--- config.mk ---
export PLATFORM = sky130hd
export DESIGN_NAME = gpio_bank
export DESIGN_NICKNAME = d
export VERILOG_FILES = /design/src/rtl/gpio_bank_pkg.sv /design/src/rtl/gpio_rst_sync.sv /design/src/rtl/gpio_in_sync.sv /design/src/rtl/gpio_irq_detect.sv /design/src/rtl/gpio_bank.sv
export SDC_FILE = /design/constraint.sdc
export NUM_CORES = 1
export LEC_CHECK = 0
export BUFFER_PORTS_ARGS = -buffer_cell sky130_fd_sc_hd__buf_2
export CAP_MARGIN = 15
export CORE_ASPECT_RATIO = 1.5
export CORE_UTILIZATION = 44
export CTS_CLUSTER_SIZE = 14
export DETAILED_ROUTE_END_ITERATION = 7
export GPL_ROUTABILITY_DRIVEN = 0
export PLACE_DENSITY = 0.59
export SLEW_MARGIN = 10
export SYNTH_ARGS = -nofsm -noshare
export SYNTH_HDL_FRONTEND = slang
export SYNTH_SLANG_ARGS = --single-unit
--- constraint.sdc ---
create_clock -name clk -period 14.64 [get_ports clk]
set_input_delay 0.732 -clock clk [delete_from_list [all_inputs] [get_ports clk]]
set_output_delay 0.732 -clock clk [all_outputs]
set_load 0.1 [all_outputs]
--- src/rtl/gpio_bank_pkg.sv ---
package gpio_bank_pkg;
  localparam int ADDR_W = 4;

  typedef enum logic [ADDR_W-1:0] {
    RA_PIN   = 4'd0,
    RA_LATCH = 4'd1,
    RA_DIR   = 4'd2,
    RA_IEN   = 4'd3,
    RA_MODE0 = 4'd4,
    RA_MODE1 = 4'd5,
    RA_MODE2 = 4'd6,
    RA_STAT  = 4'd7,
    RA_KEEP  = 4'd8
  } reg_addr_e;
endpackage

--- src/rtl/gpio_rst_sync.sv ---
module gpio_rst_sync #(
  parameter int STAGES = 2
) (
  input  logic clk,
  input  logic arst_n,
  output logic srst_n
);
  logic [STAGES-1:0] chain_q;
  logic [STAGES-1:0] chain_d;

  always_comb chain_d = {chain_q[STAGES-2:0], 1'b1};

  always_ff @(posedge clk or negedge arst_n) begin
    if (!arst_n) chain_q <= '0;
    else         chain_q <= chain_d;
  end

  assign srst_n = chain_q[STAGES-1];
endmodule

--- src/rtl/gpio_in_sync.sv ---
module gpio_in_sync #(
  parameter int W      = 32,
  parameter int STAGES = 2
) (
  input  logic         clk,
  input  logic         rst_n,
  input  logic [W-1:0] async_in,
  output logic [W-1:0] sync_out
);
  logic [STAGES-1:0][W-1:0] stg_q;
  logic [STAGES-1:0][W-1:0] stg_d;

  genvar s;
  generate
    for (s = 0; s < STAGES; s++) begin : g_stage
      if (s == 0) begin : g_first
        always_comb stg_d[s] = async_in;
      end else begin : g_next
        always_comb stg_d[s] = stg_q[s-1];
      end
    end
  endgenerate

  always_ff @(posedge clk or negedge rst_n) begin
    if (!rst_n) stg_q <= '0;
    else        stg_q <= stg_d;
  end

  assign sync_out = stg_q[STAGES-1];
endmodule

--- src/rtl/gpio_irq_detect.sv ---
module gpio_irq_detect #(
  parameter int W = 32
) (
  input  logic         clk,
  input  logic         rst_n,
  input  logic [W-1:0] smp,
  input  logic [W-1:0] mode0,
  input  logic [W-1:0] mode1,
  input  logic [W-1:0] mode2,
  output logic [W-1:0] hit
);
  logic [W-1:0] prev_q;

  always_ff @(posedge clk or negedge rst_n) begin
    if (!rst_n) prev_q <= '0;
    else        prev_q <= smp;
  end

  genvar i;
  generate
    for (i = 0; i < W; i++) begin : g_pin
      logic rise, fall;
      always_comb begin
        rise = smp[i] & ~prev_q[i];
        fall = ~smp[i] & prev_q[i];
        if (mode1[i])      hit[i] = mode0[i] ? smp[i] : ~smp[i];
        else if (mode2[i]) hit[i] = rise | fall;
        else               hit[i] = mode0[i] ? rise : fall;
      end
    end
  endgenerate
endmodule

--- src/rtl/gpio_bank.sv ---
module gpio_bank
  import gpio_bank_pkg::*;
#(
  parameter int NPINS = 32
) (
  input  logic              clk,
  input  logic              rst_n,
  input  logic              reg_we,
  input  logic [ADDR_W-1:0] reg_addr,
  input  logic [NPINS-1:0]  reg_wdata,
  output logic [NPINS-1:0]  reg_rdata,
  input  logic [NPINS-1:0]  pad_in,
  output logic [NPINS-1:0]  pad_out,
  output logic [NPINS-1:0]  pad_oe,
  output logic              irq
);
  localparam int SYNC_STAGES = 2;

  logic             srst_n;
  logic [NPINS-1:0] pin_s;
  logic [NPINS-1:0] hit;
  reg_addr_e        addr_e;

  logic [NPINS-1:0] latch_q, dir_q, ien_q, m0_q, m1_q, m2_q, stat_q, keep_q;
  logic [NPINS-1:0] stat_d;
  logic             latch_en, dir_en, ien_en, m0_en, m1_en, m2_en, keep_en;
  logic [NPINS-1:0] clr_mask;

  gpio_rst_sync #(.STAGES(2)) u_rst (
    .clk(clk), .arst_n(rst_n), .srst_n(srst_n)
  );

  gpio_in_sync #(.W(NPINS), .STAGES(SYNC_STAGES)) u_sync (
    .clk(clk), .rst_n(srst_n), .async_in(pad_in), .sync_out(pin_s)
  );

  gpio_irq_detect #(.W(NPINS)) u_det (
    .clk(clk), .rst_n(srst_n), .smp(pin_s),
    .mode0(m0_q), .mode1(m1_q), .mode2(m2_q), .hit(hit)
  );

  always_comb addr_e = reg_addr_e'(reg_addr);

  // next-state logic
  always_comb begin
    latch_en = reg_we && (addr_e == RA_PIN);
    dir_en   = reg_we && (addr_e == RA_DIR);
    ien_en   = reg_we && (addr_e == RA_IEN);
    m0_en    = reg_we && (addr_e == RA_MODE0);
    m1_en    = reg_we && (addr_e == RA_MODE1);
    m2_en    = reg_we && (addr_e == RA_MODE2);
    keep_en  = reg_we && (addr_e == RA_KEEP);
    clr_mask = (reg_we && (addr_e == RA_STAT)) ? reg_wdata : '0;
    stat_d   = (stat_q & ~clr_mask) | hit;
  end

  // register process
  always_ff @(posedge clk or negedge srst_n) begin
    if (!srst_n) begin
      latch_q <= '0;
      dir_q   <= '0;
      ien_q   <= '0;
      m0_q    <= '0;
      m1_q    <= '0;
      m2_q    <= '0;
      stat_q  <= '0;
      keep_q  <= '0;
    end else begin
      if (latch_en) latch_q <= reg_wdata;
      if (dir_en)   dir_q   <= reg_wdata;
      if (ien_en)   ien_q   <= reg_wdata;
      if (m0_en)    m0_q    <= reg_wdata;
      if (m1_en)    m1_q    <= reg_wdata;
      if (m2_en)    m2_q    <= reg_wdata;
      if (keep_en)  keep_q  <= reg_wdata;
      stat_q <= stat_d;
    end
  end

  always_comb begin
    case (addr_e)
      RA_PIN:   reg_rdata = pin_s;
      RA_LATCH: reg_rdata = latch_q;
      RA_DIR:   reg_rdata = dir_q;
      RA_IEN:   reg_rdata = ien_q;
      RA_MODE0: reg_rdata = m0_q;
      RA_MODE1: reg_rdata = m1_q;
      RA_MODE2: reg_rdata = m2_q;
      RA_STAT:  reg_rdata = stat_q;
      RA_KEEP:  reg_rdata = keep_q;
      default:  reg_rdata = '0;
    endcase
  end

  assign pad_out = latch_q;
  assign pad_oe  = dir_q;
  assign irq     = |(stat_q & ien_q);
endmodule

* Yosys cells after proc, flatten, opt, wreduce, memory -nomap -nowiden *
Index checks and enable logic that the tools add are counted.

storage, ports and cells
  flip-flop bits (word level) = 354
  logic and storage cells = 324

operators by class
  equality and inequality tests = 8
  mux-type cells = 130
  bitwise gates (word level) = 164
  reduce and logical (&&, ||, !) cells = 10

operators with widths
  cell                  number
  $pmux W32 S9          1
  $mux W1               128
  $and A1 B1 Y1         64
  $and A32 B32 Y32      2
  $not A1 Y1            64
  $mux W32              1
  $not A32 Y32          1
  $or A1 B1 Y1          32
  $or A32 B32 Y32       1
  $reduce_or A32 Y1     1
  $eq A4 B3 Y1 const B  4
  $eq A4 B2 Y1 const B  2
  $logic_and A1 B1 Y1   8
  $eq A4 B1 Y1 const B  1
  $eq A4 B4 Y1 const B  1
  $logic_not A4 Y1      1

* Logic depth before layout (Yosys ltp) *
Gate-level depths: netlist of the first run.

  depth in word-level cells = 6
  gate-level depth with buffers = 7
  depth with buffers taken out = 6

* Cells and area by module *
From an unflattened synthesis of the first run, not the netlist that was laid out.

unflattened totals
  cells, all modules = 1283
  area, all modules = 16733.5 µm²

by module, submodules not included
  module           instances  cells an instance  area each (µm²)
  gpio_bank        1          864                12035.3
  gpio_irq_detect  1          352                3042.9
  gpio_in_sync     1          64                 1601.5
  gpio_rst_sync    1          3                  53.8

* Least setup slack after synthesis of the first run *
OpenSTA, ideal clock, no wires.

  path type = input to output
  start point = input reg_addr[1]
  end point = output reg_rdata[23]
  data arrival time = 3.475 ns
  setup slack = 10.433 ns
  cell stages on the path = 7
  path buffers = 3
  path through = buf_6 > buf_2 > or3b_1 > buf_2 > nor2_1 > a21oi_1 > a31oi_1

on the way
  cells in the longest elaborated chain, start to end = 2

RTL lines
  what                                  line             source
  start: declaration                    gpio_bank.sv:9   input logic [ADDR_W-1:0] reg_addr,
  $eq A4 B4 Y1 (tied with other cells)  gpio_bank.sv:81  case (addr_e)
  $pmux W32 S9 *                        gpio_bank.sv:81
  end: declaration                      gpio_bank.sv:11  output logic [NPINS-1:0] reg_rdata,

Every way passes the cells marked *; elsewhere a longest branch is shown, timed or not.

* Worst setup path after layout of the first run *
  start point = input reg_addr[0]
  end point = output reg_rdata[17]

The elaborated chain is that of the path after synthesis.

==> flow_results.org, run 1 <==
** Global route
- Largest net degree at the start of global routing :: 79
- Antenna violations before repair :: 0
- Global route overflow :: 0
- First-pass GRT wire length :: 68.5 mm
- Via count of the first global-routing pass :: ~11,000
- Total GRT Usage :: between 20 and 25%

** Worst setup path
- R2r setup slk :: 12,700 ps
- Worst reg2reg path endpoint :: pad_out[21]
- For the worst setup path, the data required time is about 14,000 ps.
- The worst setup path is of the primary input to output port kind.
- The worst register-to-register path begins at u_rst.chain_q[1].
- Along the worst path, the maximum fanout reaches 31.
- For the worst flop-to-flop path, the logic depth is 2.
- STA classifies the critical path startpoint as a primary input.
- The worst setup path is captured at an output port.
- Data on the critical path arrives at its endpoint at 3760 ps.

** Place
- HPWL after detailed placement :: 28.9 mm
- The count of buffers added on input and output ports is approximately 170.

** Drt
- Via Count :: ~11,000
- For this block, the routed nets add up to ~45 mm of wire.
- First-pass DRT Iterations :: 5
- After detailed routing, the average wire length per cell comes to roughly 24 um.
- Remaining antenna violation count after routing :: 0
- After the first detailed-routing iteration, the DRC count stood at around 650.
- Via density per instance :: between 5 and 6
- DRC errors left :: 0

** STA
- Max Clock Skew :: about 14 ps
- Final Hold Vio Count :: 0
- Post-Route Setup TNS :: 0 ps
- Slew HR :: between 20% and 30%
- On the final layout, the worst hold slack is 273 ps.
- Setup violations remaining at the end of the flow were counted as 0.
- Top achievable clock speed :: about 220 MHz
- Unrepaired setup endpoints after global routing :: no
- The routed design could run at a clock period as short as around 4500 ps.
- For the pin with the worst max-slew slack, the measured transition is approximately 1200 ps.
- Final max-slew violation count :: 0
- Final critical-path share of the clock period :: 30.7%

** Min path
- The min-delay analysis places its worst path in the category flip-flop to async pin.

** Finish
- Compared with the post-synthesis result, the final layout area differs by 15.5%.
- Leading cell types in the layout, fill and taps excluded :: sky130_fd_sc_hd__dfrtp_1 (353), sky130_fd_sc_hd__mux2_2 (211), sky130_fd_sc_hd__buf_2 (167), sky130_fd_sc_hd__a22oi_1 (72), sky130_fd_sc_hd__inv_1 (65)
- Cells with a size suffix above 1 make up 33.2% of the layout.
- Count of antenna diodes in the layout :: 0
- The layout has around 3,100 filler cells.
- The library cell used most frequently in the layout, excluding fill and tap cells, is sky130_fd_sc_hd__dfrtp_1.
- Net count of the finished layout :: roughly 1,500

** Power and ir drop
- The design draws 3.07 mW.
- Switching share of total power :: a little under two fifths
- Combinational logic burns a little over a quarter of the power.
- P_int :: 1.94 mW
- In this run the power spent charging and discharging nets is between 1 and 1.5 mW.
- Worst supply voltage drop on vdd :: 104 uV
- Power per cell area :: 164 mW/mm2
- The analysis attributes to cell leakage a power of between 8 and 9 nW.
- Clk network pwr share :: 31.1%
- In this run, flip-flops and latches consume 42.7% of the power.

** Clock tree
- For the worst-skew pair, the clock arrives at the later sink with an insertion delay of approximately 540 ps.
- In this run, CTS created clock tree buffers numbering 37.
- TritonCTS built the clock tree.
- Clock tree synthesis found a total of 354 sinks.
- Post-CTS Repair Setup Buffers :: 0
- After clock tree synthesis, the flow added hold-fix buffers numbering 1.
- Once the clock tree was built, the resizer swapped 0 gates to a different size.
- Largest buffer count on any clock path :: 3
- In this run the number of H-tree levels came out at 2.
- Clock-pin slew was measured on the worst setup and hold paths at 70 ps.
- Clock root buffer :: sky130_fd_sc_hd__clkbuf_16

** Synthesis
- Number of enable-type register cells in the synthesized netlist :: 0
- The Yosys step of the flow raised 0 warnings.
- The most used flip-flop cell after synthesis is sky130_fd_sc_hd__dfrtp_1.
- In the synthesized netlist the async set-or-reset flop fraction comes to 100%.
- Gate count of the mapped netlist :: 1,226
- The top cell type by area accounts for between 50% and 60% of the synthesized area.
- Share of the yosys chip area belonging to registers :: 54.7%
- Post-synth design cell area :: around 0.016 mm2
- Distinct cell type count after synthesis :: 48
- Averaged over all synthesized cells, the footprint is around 13 um2.
- By area the synthesized netlist is led by sky130_fd_sc_hd__dfrtp_1 (55%), sky130_fd_sc_hd__mux2_2 (15%), sky130_fd_sc_hd__ha_1 (4.9%).
- Syn_nets :: around 1,400
- The biggest area contributor in the post-synthesis netlist is sky130_fd_sc_hd__dfrtp_1.
- In this run, synthesis produced a sequential element count of about 350.

** Floorplanning
- The die covers between 0.03 and 0.04 mm2.
- about 170 I/O pins were placed.
- Die width :: approximately 160 um
- Initial core utilization :: between 40 and 50%
- Core area :: roughly 0.036 mm2
- Measured along the y axis, the die boundary spans roughly 240 um.
- Number of cell rows :: 85

** Flow run
- Maximum capacitance violations :: 0

** Status
- The run finished with clean final reports.
critical path: stages:
cell and delay, ps:
sky130_fd_sc_hd__buf_2 390, sky130_fd_sc_hd__and2b_1 390, sky130_fd_sc_hd__nor3b_4 960, sky130_fd_sc_hd__buf_4 470, sky130_fd_sc_hd__a22oi_1 150, sky130_fd_sc_hd__a31oi_1 170
sky130_fd_sc_hd__buf_2 460
per-stage QoR:
step	instance area [um2]	instances	worst slack [ps]	util [%]
after floorplan	16200	1226	4040	-
after global placement	17400	1827	10250	48.4
after detailed placement	17500	1828	10180	48.4
after CTS	18700	1895	10170	51.9
after global routing	18700	1895	10050	51.9
final	18700	1895	10150	51.9
cells in the mapped netlist (all sizes together), types with 2 or more instances:
library cell / number
nor2b: 33
ha: 64
inv: 65
nand2: 29
a31oi: 14
a221oi: 30
a32o: 2
nor3: 2
mux2: 227
dfrtp: 354
xnor2: 32
nand3: 35
nand4: 22
a21oi: 5
o21ai: 3
and2: 2
nor4b: 5
a2bb2oi: 9
o21bai: 2
a211oi: 64
a221o: 32
clkbuf: 20
nor2: 14
a21o: 3
a22oi: 72
mux2i: 16
buf: 42
a22o: 18
routing by layer:
layer / vias up / GRT usage [%] / wire length (um)
li1: 4918 / - / -
met1: 5801 / 30.8 / 18400
met2: 329 / 41.7 / 22500
met3: 83 / 3.73 / 2300
met4: 0 / 9.67 / 1490
met5: - / 0 / 0
cells by family after synthesis:
family                     synth area share [%]
DFF                                        54.7
AOI/OAI and AO/OA                          12.5
muxes                                      16.8
and+or+nand+nor                            5.57
buffers and inverters                      3.67
adders and majority gates                  4.95
xor gates and xnor gates                   1.73
other                                    0.0232
worst max path at each step:
stage	startpoint	endpoint	slack [ps]
finish	reg_addr[0]	reg_rdata[17]	10150
global route	reg_addr[0]	reg_rdata[17]	10050
CTS	reg_addr[0]	reg_rdata[17]	10170
detailed placement	reg_addr[0]	reg_rdata[24]	10180
global placement	reg_addr[0]	reg_rdata[29]	10250
floorplan	u_rst.chain_q[1]	ien_q[0]	4040
power by group through the flow:
stage | registers (mW) | logic (mW) | clock network [mW]
after floorplan | 1.58 | 0.359 | 0
after global placement | 1.32 | 0.795 | 0
after detailed placement | 1.33 | 0.806 | 0
after CTS | 1.31 | 0.809 | 0.976
after global routing | 1.33 | 0.845 | 1.01
final | 1.31 | 0.802 | 0.954
cell type report:
class	instances	area, um2	area share (%)
clock buffer	56	1120	5.99
tap	478	598	3.20
clock inverter	10	110	0.589
multi-input combinational	745	6770	36.2
timing repair buffer	187	1000	5.35
sequential	354	8860	47.4
inverter	65	244	1.30
No activity file was read; power rests on OpenSTA's default activity.
==> run 2: changes to the inputs <==
--- a/config.mk
+++ b/config.mk
@@ -5,6 +5,7 @@
 export SDC_FILE = /design/constraint.sdc
 export NUM_CORES = 1
 export LEC_CHECK = 0
+export ABC_AREA = 1
 export BUFFER_PORTS_ARGS = -buffer_cell sky130_fd_sc_hd__buf_2
 export CAP_MARGIN = 15
 export CORE_ASPECT_RATIO = 1.5
==> constraint.sdc (replaced) <==
create_clock -name clk -period 4.7 [get_ports clk]
set_input_delay 0.235 -clock clk [delete_from_list [all_inputs] [get_ports clk]]
set_output_delay 0.235 -clock clk [all_outputs]
set_load 0.1 [all_outputs]
==> run 2 against run 1 <==
Net effect: core utilization increased by 0.73 points; first-iteration DRC count increased by 68%; design area increased by 4.1%; sequential cell count unchanged; synthesized area increased by 2.9%; cell count increased by 42%; non-clock buffer count increased by 39; combinational power increased to 2.9 times the previous value; critical endpoint is now reg_rdata[30].
==> flow_results.org, run 2 <==
** Status
- The flow ran to the end, and the final reports show no timing, DRC or antenna violations.

** STA
- Top achievable clock speed :: ~340 MHz
- Slew HR :: 26.4% (+3.4 points)
- The final count of pins violating max slew is 0 (unchanged).
- Final Hold Vio Count :: 0 (unchanged)
- The sum of negative setup slack is 0 ps (unchanged).
- The number of endpoints failing setup at the final stage was 0 (unchanged).
- The worst hold slack came to 47.2 ps (-226 ps).
- Final critical-path required period :: 2900 ps
- Setup repair after global routing left no endpoint under its margin.
- The slew of the pin with the lowest slew margin is 1100 ps (-51.9 ps).
- Final critical-path share of the clock period :: between 60 and 70%
- Max Clock Skew :: 20.2 ps (+6.43 ps)

** Synthesis
- The synthesized netlist net count was 2,151 (+58%).
- Share of the yosys chip area belonging to registers :: 53.2% (-1.6 points)
- The number of different library cells in the post-synthesis netlist is 23 (-52%).
- Async set-reset flop share out of synthesis :: 100% (unchanged)
- The number of synthesized register bits came to 354 (unchanged).
- Cell accounting for the most synthesized area :: sky130_fd_sc_hd__dfrtp_1
- Number of warnings reported in the yosys synthesis log :: 0 (unchanged)
- In the synthesized netlist the dominant register cell turns out to be sky130_fd_sc_hd__dfrtp_1.
- The average instance area after synthesis was 8.27 um2 (-37%).
- The synthesized instance count is 2,016 (+64%).
- The number of flops mapped to enable cells by yosys came to 0 (unchanged).
- Cell types occupying the most area after synthesis :: sky130_fd_sc_hd__dfrtp_1 (53%), sky130_fd_sc_hd__nand2_1 (13%), sky130_fd_sc_hd__nand3_1 (11%)
- Most numerous cell types in the synthesized netlist :: sky130_fd_sc_hd__nand2_1 (597), sky130_fd_sc_hd__dfrtp_1 (354), sky130_fd_sc_hd__nand3_1 (354), sky130_fd_sc_hd__o21ai_0 (226), sky130_fd_sc_hd__inv_1 (130)
- Yosys top cell area share :: 53.2% (-1.6 points)
- Post-synth design cell area :: 0.0167 mm2 (+2.9%)
- In the post-synthesis netlist, the cell with the most instances is sky130_fd_sc_hd__nand2_1.

** Min path
- Hold Path Class :: primary input to flip-flop

** Finish
- Fraction of layout instances using a drive strength above 1 :: 12.3% (-21 points)
- Area growth syn-to-layout :: 16.8%
- The top cell types in the final layout, fill and taps aside, are sky130_fd_sc_hd__nand2_1 (597), sky130_fd_sc_hd__nand3_1 (353), sky130_fd_sc_hd__dfrtp_1 (353), sky130_fd_sc_hd__o21ai_0 (226), sky130_fd_sc_hd__buf_2 (167).
- Cell area after layout :: 0.0195 mm2 (+4.1%)
- Most common cell after layout, fill and taps aside :: sky130_fd_sc_hd__nand2_1
- Final core occ :: 52.6% (+0.73 points)
- The number of antenna repair diodes was 0 (unchanged).
- Net count of the finished layout :: 2,312 (+52%)

** Place
- The post-placement cell area came to 0.0179 mm2 (+2.5%).
- The placed wire-length estimate after detailed placement came to 28.7 mm (-0.52%).
- The number of input and output port buffers inserted is 167 (unchanged).

** Worst setup path
- The data arrival time at the worst-slack endpoint came to 2670 ps (-1090 ps).
- The worst setup path is launched from a primary input.
- The reg2reg setup slack was 3380 ps (-9320 ps).
- The highest fanout seen on the critical path came to 63 (+100%).
- By startpoint and endpoint, the worst setup path is classified as primary input to output port.
- The worst setup path is captured at an output port.
- Required time at the endpoint of the critical path :: 4470 ps (-9440 ps)

** Drt
- Via Count :: 14,315 (+29%)
- DRC errors left :: 0 (unchanged)
- Via density per instance :: 5.33 (-9.3%)
- Average detailed-routed wire length per instance :: 17.4 um (-26%)
- The sum of routed wire length over all layers is 46.9 mm (+5.1%).
- First-pass DRT Iterations :: 5 (unchanged)
- Number of DRC violations after detailed-routing iteration 0 :: 1,089 (+68%)
- Remaining antenna violation count after routing :: 0 (unchanged)

** Power and ir drop
- The power density normalized to cell area is 473 mW/mm2 (+190%).
- Leakage power summed over all cells :: 9.97 nW (+19%)
- The peak supply drop came to 342 uV (+230%).

** Clock tree
- Largest buffer count on any clock path :: 3 (unchanged)
- The number of gates resized after CTS was 0 (unchanged).
- Number of hold-repair buffers added at the cts stage :: 34 (+33)
- Insertion delay to the later sink of the worst-skew pair :: 540 ps (about the same)
- Post-CTS Repair Setup Buffers :: 0 (unchanged)
- The clock transition at the registers of the reported paths was 60 ps (about the same).
- Htree depth :: 2 (unchanged)
- Clock root buffer :: sky130_fd_sc_hd__clkbuf_16
- TritonCTS built the clock tree.
- The number of CTS-inserted buffers came to 37 (unchanged).
- The clock sink count came to 354 (unchanged).

** Floorplanning
- Number of cell rows :: 86 (+1.2%)
- The chip height is 240 um (+1.4%).
- The floorplan core area was 0.0370 mm2 (+2.7%).
- Number of top-level pins :: 168 (unchanged)
- The overall die area was 0.0387 mm2 (+2.9%).
- Initial core utilization :: 45.0% (+0.12 points)
- The overall die width came to 161 um (+1.4%).

** Global route
- The number of antenna violations at the first check in global routing was 2 (+2).
- The global-route congestion overflow total was 0 (unchanged).
- The wire length of the first global-routing pass came to 75.5 mm (+10%).
- The global-route usage over all layers was 24.8% (+0.35 points).
- The largest net degree at the start of global routing was 103 (+30%).
- Via count of the first global-routing pass :: 13,853 (+21%)

** Flow run
- The number of max-cap violations was 0 (unchanged).
run 2: changes by cell type after synthesis, sizes merged, moves of 31 or more:
cell    delta
clkbuf    +31
inv       +67
nand2    +569
nor2      +67
a22oi     -72
nor2b     -33
o21ai    +285
a221o     -32
a211oi    -64
nand3    +325
mux2     -227
xnor2     -32
run 2: critical path: stages:
cell	delay, ps
sky130_fd_sc_hd__buf_2	170
sky130_fd_sc_hd__inv_2	70
sky130_fd_sc_hd__nor2_4	600
sky130_fd_sc_hd__buf_4	690
sky130_fd_sc_hd__nand3_1	140
sky130_fd_sc_hd__nand3_1	120
sky130_fd_sc_hd__nor2_1	50
sky130_fd_sc_hd__nand2_1	130
sky130_fd_sc_hd__buf_2	450
run 2: path summary, 6_finish.rpt:
| kind | start | to | cells past startpoint |
|---|---|---|---|
| worst max-delay path | reg_addr[2] | reg_rdata[30] | 9 |
| max in group asynchronous | u_rst.chain_q[1] | m2_q[26] | 1 |
| worst min-delay path | reg_wdata[25] | pad_oe[25] | 3 |
| min in group asynchronous | u_rst.chain_q[1] | u_sync.stg_d[49] | 0 |
| worst min register to register | u_rst.chain_q[1] | u_sync.stg_d[49] | 0 |
| worst max register to register | u_rst.chain_q[1] | m2_q[26] | 1 |
run 2: layout make-up:
class | instances | area, um2
Fill cell | 3550 | 17500
Sequential cell | 354 | 8860
Multi-Input combinational cell | 1425 | 6860
Timing Repair Buffer | 226 | 1400
Clock buffer | 55 | 1160
Tap cell | 484 | 606
Inverter | 133 | 499
Clock inverter | 9 | 85.1
run 2: report_power, final:
| group | internal (mW) | leakage [nW] | total (mW) | switching, mW |
|---|---|---|---|---|
| Sequential | 3.50 | 4.27 | 3.92 | 0.418 |
| Clock | 1.76 | 0.612 | 2.98 | 1.22 |
| Combinational | 0.501 | 5.08 | 2.31 | 1.81 |
run 2: metrics by stage:
stage          total power, mW  instances  setup slack, ps
2_1_floorplan             5.75       2016             1200
3_5_place_dp              6.26       2588             1790
6_report                  9.21       2686             1800
4_1_cts                   9.28       2686             1790
5_1_grt                   9.66       2686             1640
3_3_place_gp              6.22       2588             1780
run 2: kinds of logic (layout without fill, tap and decap cells):
| logic type | Yosys count | in the layout | synth area share (%) |
|---|---|---|---|
| AOI/OAI and AO/OA | 320 | 320 | 9.61 |
| adders and majority gates | 64 | 64 | 4.81 |
| buffers and inverters | 237 | 423 | 5.80 |
| DFF | 354 | 354 | 53.2 |
| other | 1 | 1 | 0.0225 |
| and+or+nand+nor | 1040 | 1040 | 26.6 |
run 2: per-layer routing:
metal  up-vias  part of all wire [%]  global-route usage [%]
met4         4                   2.5                    8.06
met5         -                 0.066                       0
li1       6926                     -                       -
met2       396                    49                    42.3
met3        83                   5.4                    3.07
met1      6906                    43                    32.8
==> run 3: changes to the inputs <==
==> constraint.sdc (replaced) <==
create_clock -name clk -period 2.69 [get_ports clk]
set_input_delay 0.1345 -clock clk [delete_from_list [all_inputs] [get_ports clk]]
set_output_delay 0.1345 -clock clk [all_outputs]
set_load 0.1 [all_outputs]
==> run 3 against run 2 <==
Net effect: combinational power grew 87%; clock power grew 86%; cell count grew 1.9%; via count grew 1.3%; first-iteration DRC count shrank 12%.
==> flow_results.org, run 3 (synthesis results as in run 2) <==
** Status
- Outcome :: complete, no violations

** Power and ir drop
- Worst supply voltage drop on vdd :: 747 uV (+120%)
- The total power of the final layout came to 16.7 mW (+82%).
- The share of power burned in combinational logic was 25.8% (+0.7 points).
- Clk network pwr share :: 33.2% (+0.8 points)
- P_int :: 10.6 mW (+85%)
- The static leakage is 10.4 nW (+4.2%).
- The sequential share of power is 41.0% (-1.6 points).
- The switching component of the power was 6.08 mW (+77%).
- The switching portion of total power was 36.4% (-1.1 points).
- The power density normalized to cell area is 812 mW/mm2 (+72%).

** Floorplanning
- Die ar. :: 0.0387 mm2 (unchanged)
- Die width :: 161 um (unchanged)
- The chip height is 240 um (unchanged).
- Number of cell rows :: 86 (unchanged)
- Initial core utilization :: 45.0% (unchanged)
- The number of ports placed on the die boundary is 168 (unchanged).
- Core area :: 0.0370 mm2 (unchanged)

** Finish
- The count of nets after finishing was 2,364 (+2.2%).
- Most common cell after layout, fill and taps aside :: sky130_fd_sc_hd__nand2_1
- From synthesis to final layout, the design area changed by 23.5%.
- Fraction of layout instances using a drive strength above 1 :: 13.0% (+0.65 points)
- Leading cell types in the layout, fill and taps excluded :: sky130_fd_sc_hd__nand2_1 (597), sky130_fd_sc_hd__nand3_1 (353), sky130_fd_sc_hd__dfrtp_1 (353), sky130_fd_sc_hd__o21ai_0 (226), sky130_fd_sc_hd__buf_2 (136)
- Finished Layout Cells :: 2,737 (+1.9%)
- The number of antenna repair diodes is 0 (unchanged).

** Clock tree
- The latest clock arrival within the worst-skew pair was 540 ps (about the same).
- Post-CTS resize count :: 0 (unchanged)
- The clock sink count is 354 (unchanged).
- The number of CTS-inserted buffers is 37 (unchanged).
- The clock transition at the registers of the reported paths is 60 ps (about the same).
- Htree depth :: 2 (unchanged)
- Largest buffer count on any clock path :: 3 (unchanged)
- TritonCTS built the clock tree.
- The tree is rooted in a sky130_fd_sc_hd__clkbuf_16.

** Drt
- The highest metal layer carrying signal wires in the routed design is met5.
- WL met3 :: 2.46 mm (-2.2%)
- The first-pass iteration count of the detailed router was 5 (unchanged).
- The length of routed wiring on met1 is 19.4 mm (-3.3%).
- The count of antenna-violating nets left after detailed routing was 0 (unchanged).
- DRC errors left :: 0 (unchanged)
- The met2 routed wirelength was 23.7 mm (+2.7%).
- The detailed-route wire length per cell is 17.2 um (-1.4%).
- Number of DRC violations after detailed-routing iteration 0 :: 963 (-12%)
- Via density per instance :: 5.30 (-0.57%)
- The overall via count from detail_route came to 14,503 (+1.3%).
- The sum of routed wire length over all layers came to 47.1 mm (+0.45%).

** Place
- Setup slack at placement :: 721 ps (-1070 ps)
- The placed wire-length estimate after detailed placement was 30.5 mm (+6.3%).
- Number of port buffers :: 167 (unchanged)
- The number of cells in the design after placement was 2,613 (+0.97%).

** Worst setup path
- Top fanout value on the critical path :: 3 (-95%)
- Critical Path Source Type :: flip-flop
- Cell count of the worst reg-to-reg path :: 6 (+5)
- On the critical path, the stage with the largest delay is an instance of sky130_fd_sc_hd__buf_2.
- In this run the critical register-to-register path is launched from u_sync.sync_out[1].
- CP Data Arrival Time :: 2100 ps (-570 ps)
- CP Cell Sequence :: nor3b_1, nor2_1, nand2_1, buf_2
- R2r setup slk :: 1400 ps (-1980 ps)
- The worst setup path is of the flip-flop to output port kind.
- Required time at the endpoint of the critical path :: 2560 ps (-1910 ps)
- Worst reg2reg path endpoint :: stat_q[1]
- The delay contributed by the slowest stage of the critical path came to 450 ps (-240 ps).
- STA classifies the critical path endpoint as an output port.

** Global route
- Via count of the first global-routing pass :: 14,545 (+5.0%)
- Antenna violations before repair :: 2 (unchanged)
- Largest net degree at the start of global routing :: 69 (-33%)
- The global-route usage over all layers is 25.0% (+0.17 points).
- Global route overflow :: 0 (unchanged)
- The wire length of the first global-routing pass was 76.5 mm (+1.3%).

** Min path
- The worst hold path cell count was 3 (unchanged).
- In this run the worst hold path is classified as primary input to flip-flop.
- The worst hold path terminates at m0_q[5].
- Beginning of the worst hold path :: reg_wdata[5]

** STA
- The worst slew margin relative to its limit came to 45.7% (+19 points).
- Setup repair after global routing left no endpoint under its margin.
- Final Hold Vio Count :: 0 (unchanged)
- Worst-margin pin slew :: 815 ps (-286 ps)
- The routed design could run at a clock period as short as roughly 2200 ps.
- PnR worst setup slack :: 453 ps (-1350 ps)
- Of the available clock period, the critical path in the final layout requires between 80% and 90%.
- Derived from the worst setup path, the maximum achievable clock frequency is between 400 and 500 MHz.
- Setup Viol. Count Final :: 0 (unchanged)
- The worst-case clock skew was 14.0 ps (-6.23 ps).
- Final max-slew violation count :: 0 (unchanged)

** Flow run
- Maximum capacitance violations :: 0 (unchanged)
[run 3: cell types whose count changed in the layout (fill, tap and decap cells not counted), sizes merged, moves of 2 or more]
cell / before / now
buf: 192 / 217
bufinv: 1 / 7
clkbuf: 55 / 49
clkinv: 4 / 6
clkinvlp: 2 / 0
dlygate4sd3: 34 / 61
[run 3: power groups by stage]
stage	Clock (mW)	Sequential (mW)	Combinational (mW)
CTS	5.66	6.85	4.36
finish	5.54	6.86	4.32
detailed placement	0	6.94	4.28
floorplan	0	8.25	1.79
global route	5.85	6.98	4.67
global placement	0	6.92	4.21
[run 3: through the flow]
stage / utilization, % / setup TNS, ps / hold WS, ps / cell area, um2
after floorplan: - / -283560 / -161 / 16700
after global placement: 50.5 / 0 / -79.8 / 18700
after detailed placement: 50.5 / 0 / -79.1 / 18700
after CTS: 55.6 / 0 / 1.64 / 20600
after global routing: 55.6 / 0 / 32.8 / 20600
final: 55.6 / 0 / 10.2 / 20600
[run 3: routing by layer]
layer | up-vias | global-route usage (%)
met5 | - | 0
met4 | 4 | 9.01
met3 | 103 | 3.29
met2 | 451 | 44.7
met1 | 6931 | 30.7
li1 | 7014 | -
[run 3: layout make-up]
class | instances | area (um2)
Fill cell | 3416 | 16400
Sequential cell | 354 | 8860
Multi-Input combinational cell | 1425 | 6860
Timing Repair Buffer | 278 | 2460
Clock buffer | 49 | 1040
Tap cell | 484 | 606
Inverter | 133 | 499
Clock inverter | 14 | 253
[run 3: critical path, delay by kind of cell, from the launching register on]
family	cells	cell delay, ps
buffers and inverters	1	450
flip-flops	1	430
AND/OR/NAND/NOR	3	690
[run 3: worst max path at each step]
stage | from | to | slack, ps | depth (start not counted)
after floorplan | u_rst.chain_q[1] | ien_q[0] | -810 | 0
after global placement | reg_addr[3] | reg_rdata[1] | 730 | 8
after detailed placement | reg_addr[1] | reg_rdata[28] | 720 | 9
after CTS | stat_q[30] | reg_rdata[30] | 440 | 4
after global routing | stat_q[30] | reg_rdata[30] | 410 | 4
final | stat_q[30] | reg_rdata[30] | 450 | 4
[run 3: repair_timing]
action / 4_1_cts / 5_1_grt
setup buffers: 0 / 0
hold endpoints to repair: 155 / 0
hold buffers: 61 / 0
endpoints found under the setup margin: 0 / 0
